<file path="config.mk">
export PLATFORM = sky130hd
export DESIGN_NAME = uart_txq
export DESIGN_NICKNAME = d
export VERILOG_FILES = /design/src/rtl/uart_txq.sv
export SDC_FILE = /design/constraint.sdc
export NUM_CORES = 1
export LEC_CHECK = 0
export BUFFER_PORTS_ARGS = -buffer_cell sky130_fd_sc_hd__buf_2
export CAP_MARGIN = 5
export CORE_MARGIN = 4
export CORE_UTILIZATION = 25
export CTS_CLUSTER_SIZE = 10
export DETAILED_ROUTE_END_ITERATION = 16
export PLACE_DENSITY_LB_ADDON = 0.05
export SETUP_SLACK_MARGIN = 0.05
export SYNTH_ARGS = -nofsm -noshare
export SYNTH_HDL_FRONTEND = slang
export SYNTH_SLANG_ARGS = --single-unit
</file>
<file path="constraint.sdc">
create_clock -name clk -period 2.67 [get_ports clk]
set_clock_uncertainty 0.1 [all_clocks]
set_input_delay 0.267 -clock clk [delete_from_list [all_inputs] [get_ports clk]]
set_output_delay 0.267 -clock clk [all_outputs]
set_load 0.005 [all_outputs]
</file>
<file path="src/rtl/uart_txq.sv">
module uart_txq #(
  parameter int DEPTH = 16,
  parameter int DW    = 8
) (
  input  logic          clk,
  input  logic          rst_n,
  input  logic          wr_en,
  input  logic [DW-1:0] wr_data,
  input  logic [1:0]    trig_sel,
  input  logic          flag_rd,
  input  logic          flag_clr,
  input  logic          bit_tick,
  input  logic          ovr_we,
  input  logic          ovr_en_in,
  input  logic          ovr_lvl_in,
  output logic          tx_pin,
  output logic          tx_empty_lvl,
  output logic          tx_end,
  output logic          tx_ovf,
  output logic [15:0]   tx_count
);
  localparam int AW    = $clog2(DEPTH);
  localparam int CW    = AW + 1;
  localparam int FRAME = DW + 2;
  localparam int NBW   = $clog2(FRAME);

  logic [DW-1:0]    mem [DEPTH];
  logic [AW-1:0]    wp, rp;
  logic [CW-1:0]    cnt;
  logic [CW-1:0]    thresh;
  logic [FRAME-1:0] sh;
  logic [NBW-1:0]   nb;
  logic             busy, seen, ovr_en, ovr_lvl;
  logic             full, push, pop, lvl, clr_ok;

  assign full   = (cnt == CW'(DEPTH));
  assign push   = wr_en && !full;
  assign pop    = !busy && (cnt != '0);
  assign thresh = CW'(DEPTH / 2) >> trig_sel;
  assign lvl    = (cnt <= thresh);
  assign clr_ok = flag_clr && seen;

  always_ff @(posedge clk)
    if (push) mem[wp] <= wr_data;

  always_ff @(posedge clk or negedge rst_n) begin
    if (!rst_n) begin
      wp <= '0;
      rp <= '0;
      cnt <= '0;
      tx_ovf <= 1'b0;
    end else begin
      if (push) wp <= (wp == AW'(DEPTH - 1)) ? '0 : wp + 1'b1;
      if (pop)  rp <= (rp == AW'(DEPTH - 1)) ? '0 : rp + 1'b1;
      cnt <= cnt + CW'(push) - CW'(pop);
      if (wr_en && full) tx_ovf <= 1'b1;
    end
  end

  always_ff @(posedge clk or negedge rst_n) begin
    if (!rst_n) begin
      busy <= 1'b0;
      sh   <= '1;
      nb   <= '0;
    end else if (pop) begin
      busy <= 1'b1;
      sh   <= {1'b1, mem[rp], 1'b0};
      nb   <= '0;
    end else if (busy && bit_tick) begin
      sh <= {1'b1, sh[FRAME-1:1]};
      if (nb == NBW'(FRAME - 1)) busy <= 1'b0;
      else nb <= nb + 1'b1;
    end
  end

  always_ff @(posedge clk or negedge rst_n) begin
    if (!rst_n) begin
      tx_empty_lvl <= 1'b1;
      seen <= 1'b0;
    end else begin
      if (clr_ok)   tx_empty_lvl <= 1'b0;
      else if (lvl) tx_empty_lvl <= 1'b1;
      if (clr_ok) seen <= 1'b0;
      else if (flag_rd && tx_empty_lvl) seen <= 1'b1;
    end
  end

  always_ff @(posedge clk or negedge rst_n) begin
    if (!rst_n) begin
      ovr_en  <= 1'b0;
      ovr_lvl <= 1'b1;
    end else if (ovr_we) begin
      ovr_en  <= ovr_en_in;
      ovr_lvl <= ovr_lvl_in;
    end
  end

  assign tx_pin   = ovr_en ? ovr_lvl : (busy ? sh[0] : 1'b1);
  assign tx_end   = !busy && (cnt == '0);
  assign tx_count = {{(8 - CW){1'b0}}, cnt, 8'h00};


  cnt_bound_chk: assert property (@(posedge clk) disable iff (!rst_n)
    cnt <= CW'(DEPTH));


  full_drop_chk: assert property (@(posedge clk) disable iff (!rst_n)
    (wr_en && full) |=> tx_ovf && (cnt == $past(cnt) - CW'($past(pop))));


  ovf_sticky_chk: assert property (@(posedge clk) disable iff (!rst_n)
    tx_ovf |=> tx_ovf);


  flag_set_chk: assert property (@(posedge clk) disable iff (!rst_n)
    (lvl && !clr_ok) |=> tx_empty_lvl);


  flag_clr_chk: assert property (@(posedge clk) disable iff (!rst_n)
    (flag_clr && seen) |=> !tx_empty_lvl);


  start_bit_chk: assert property (@(posedge clk) disable iff (!rst_n)
    (busy && nb == '0 && !ovr_en) |-> !tx_pin);


  stop_bit_chk: assert property (@(posedge clk) disable iff (!rst_n)
    (busy && nb == NBW'(FRAME - 1) && !ovr_en) |-> tx_pin);


  end_empty_chk: assert property (@(posedge clk) disable iff (!rst_n)
    tx_end |-> (tx_count == 16'h0000));
endmodule

</file>
==> flow_summary.yaml <==
placement:
  preCtsSetupSlack_ns: 0.108
  dpl.hpwl_um: 10200
  gp_congestion: 0.714
  placed_area_mm2: 0.00746
  io_buffers: 27
synthesis:
  syn-cell-area_mm2: 0.00682
  seq_area_frac_synth_pct: 68.3
  synth_edf_count: 128
  synth_cell_types: 47
  ys_ff_latch: 160
  avgSynthCellArea_um2: 17.3
  synth_flop_cell: "edfxtp_1"
  syn_inst: 395
  async_reset_ff_share_pct: 20.0
  yosys_warnings: 0
critical_path:
  startpoint_type: "flip-flop"
  worstPathMaxFanout: 4
  worst-path-buf-inv: 3
  critPathRequiredTime_ns: 2.86
  crit_path_cell_trace: "inv_1, ha_2, nor4b_4, or2_4, nand2_1, nand2_1, ha_1, inv_1, fa_2, inv_1, a21oi_1, nor2_1, nor2_1, xnor2_1"
  reg2reg_from: "cnt[2]"
  cp_slowest_cell: "dfrtp_1"
  cp_common_cell: "inv_1"
  worst_ep_arrival_time_ns: 2.62
  critPathKind: "flip-flop to flip-flop"
  endpoint_kind: "flip-flop"
  slowest_delay_ns: 0.41
  crit_start: "cnt[2]"
  critPathTopFamily: "adder cells"
final_layout:
  fin_area_mm2: 0.00810
  diodes: 0
  nNetsFinal: 497
  fill_cells: 2653
  area_delta_synth_final_pct: 18.8
  layout-drive-gt1-share_pct: 29.4
drt:
  drt_iter0_drc: 171
  wl_per_cell_um: 18.7
  vias_per_cell: 4.33
  routed_wl_um: 15300
  num_vias: 3525
  drc_errors: 0
  antenna_left: 0
  drt_pass1_iterations: 4
clocking:
  cts_buffer_depth: 2
  insertion_delay_ns: 0.42
  cts_made_buffers: 17
  cts.sinks: 160
  cts_tree: "built"
  cts.clk_slew.worst_paths_ns: 0.06
  htree_levels: 4
  cts_root_buffer: "clkbuf_16"
grt:
  grt_overflow: 0
  grt_usage_pct: 10.6
  antenna_found_initial: 0
  grt_max_degree: 33
  first_global_vias: 3754
  grt_pass1_wl_um: 23700
sta:
  tns_ns: 0
  setup_violations: 0
  worst_slack_ns: 0.240
  finalCritPeriodShare_pct: 91.0
  tightest_slew_ns: 0.786
  rsz0062_at_grt: "no"
  slew-limit-headroom_pct: 47.6
  period_minus_slack_ns: 2.43
  finalMaxSlewViolations: 0
  fmax_mhz: 411
  hold_violations: 0
die:
  core_area_mm2: 0.0269
  die_h_um: 173
  die_w_um: 173
  dieArea_mm2: 0.0300
  num_rows: 60
  ioPinCount: 39
  start_util_pct: 25.4
status:
  outcome: "completed"
hold_path:
  min-delay-start: "wr_en"
  hp-class: "input port to flip-flop"
power_and_ir_drop:
  powerDensity_mw_per_mm2: 954
  ir_drop_mv: 0.284
  p_leak_uw: 0.00288
  total_power_uw: 7730
job:
  maxCapViolCount: 0
[final timing paths]
check / endpoint / slack (ns) / depth (start not counted)
setup / recovery: cnt[4] / 0.24 / 14
hold / removal: tx_ovf / 0.04 / 2
setup reg to reg: cnt[4] / 0.24 / 14
hold reg to reg: tx_empty_lvl / 0.34 / 1
max in group asynchronous: rp[0] / 1.55 / 2
min in group asynchronous: cnt[1] / 0.38 / 2
[cells in the mapped netlist (7+ instances only)]
cell type | count | share of area (%)
a21oi_1 | 9 | 0.66
and3_1 | 7 | 0.64
buf_2 | 8 | 0.59
buf_4 | 12 | 1.3
dfrtp_1 | 21 | 7.7
dfstp_2 | 11 | 4.2
edfxtp_1 | 128 | 56
ha_1 | 16 | 2.9
inv_1 | 13 | 0.72
mux2_2 | 7 | 1.2
mux2i_1 | 15 | 2.2
mux4_2 | 28 | 9.3
nand2_1 | 26 | 1.4
nor2_1 | 14 | 0.77
o21ai_0 | 8 | 0.59
[layer usage]
metal	part of all wire, %	track usage, %	routed length (um)
met1	46	13.5	7050
met2	51	17.9	7730
met3	2.3	2.80	345
met4	0.83	3.09	127
met5	0	0	0
[placed cells by master (no fill, tap or decap), types with 6 or more instances in the layout]
cell type | netlist | layout
inv_1 | 13 | 13
nand2_1 | 26 | 26
a21oi_1 | 9 | 9
edfxtp_1 | 128 | 128
dlygate4sd3_1 | 0 | 6
conb_1 | 1 | 11
and3_1 | 7 | 7
xnor2_1 | 6 | 6
o221ai_1 | 6 | 6
o21ai_0 | 8 | 8
clkbuf_16 | 0 | 17
mux4_2 | 28 | 28
buf_4 | 12 | 30
dfstp_2 | 11 | 11
buf_2 | 8 | 27
mux2i_1 | 15 | 15
ha_1 | 16 | 15
dfrtp_1 | 21 | 20
mux2_2 | 7 | 7
nor2_1 | 14 | 14
[stage by stage]
step,utilization [%],instances,hold WS [ns]
detailed placement,27.7,774,0.314
CTS,30.0,811,0.0169
floorplan,-,405,-0.129
global route,30.1,814,0.0365
global placement,27.7,774,0.307
finish,30.1,814,0.0430
[sequential cells by signal, summed over array words and instances, names as in the netlist, 4 cells and up]
register	flops
rp	4
wp	4
mem	128
cnt	5
sh	9
nb	4
[final cells by class]
cell class / instances / area (um^2) / area share [%]
tap: 341 / 427 / 5.27
inverter: 13 / 48.8 / 0.603
sequential: 160 / 4660 / 57.5
clock buffer: 18 / 429 / 5.30
clock inverter: 13 / 115 / 1.42
multi-input combinational: 204 / 1960 / 24.2
timing repair buffer: 65 / 460 / 5.69
[what timing repair did]
| action | in CTS | in global routing |
|---|---|---|
| endpoints found under the setup margin | 0 | 1 |
| buffers inserted | 0 | 3 |
| hold endpoints to repair | 25 | 0 |
| hold buffers | 6 | 0 |
| gates resized for setup | 0 | 4 |
[cell families after synthesis]
logic type               after synthesis  synth area share (%)
flip-flops                           160                  68.3
AND/OR/NAND/NOR                       78                  5.93
AO/OA/AOI/OAI                         35                  3.43
buffers and inverters                 41                  3.69
other                                  1                0.0550
XOR/XNOR                               9                  1.16
multiplexers                          54                  14.2
adder cells (fa/ha/maj)               17                  3.23
[where the power goes]
part	internal (uW)	total, uW	switching [uW]	leakage [uW]
registers	3120	3430	303	0.00152
clock network	1280	2260	983	0.000262
logic	1030	2040	1010	0.00109
Power figures use the tool's default switching activity.
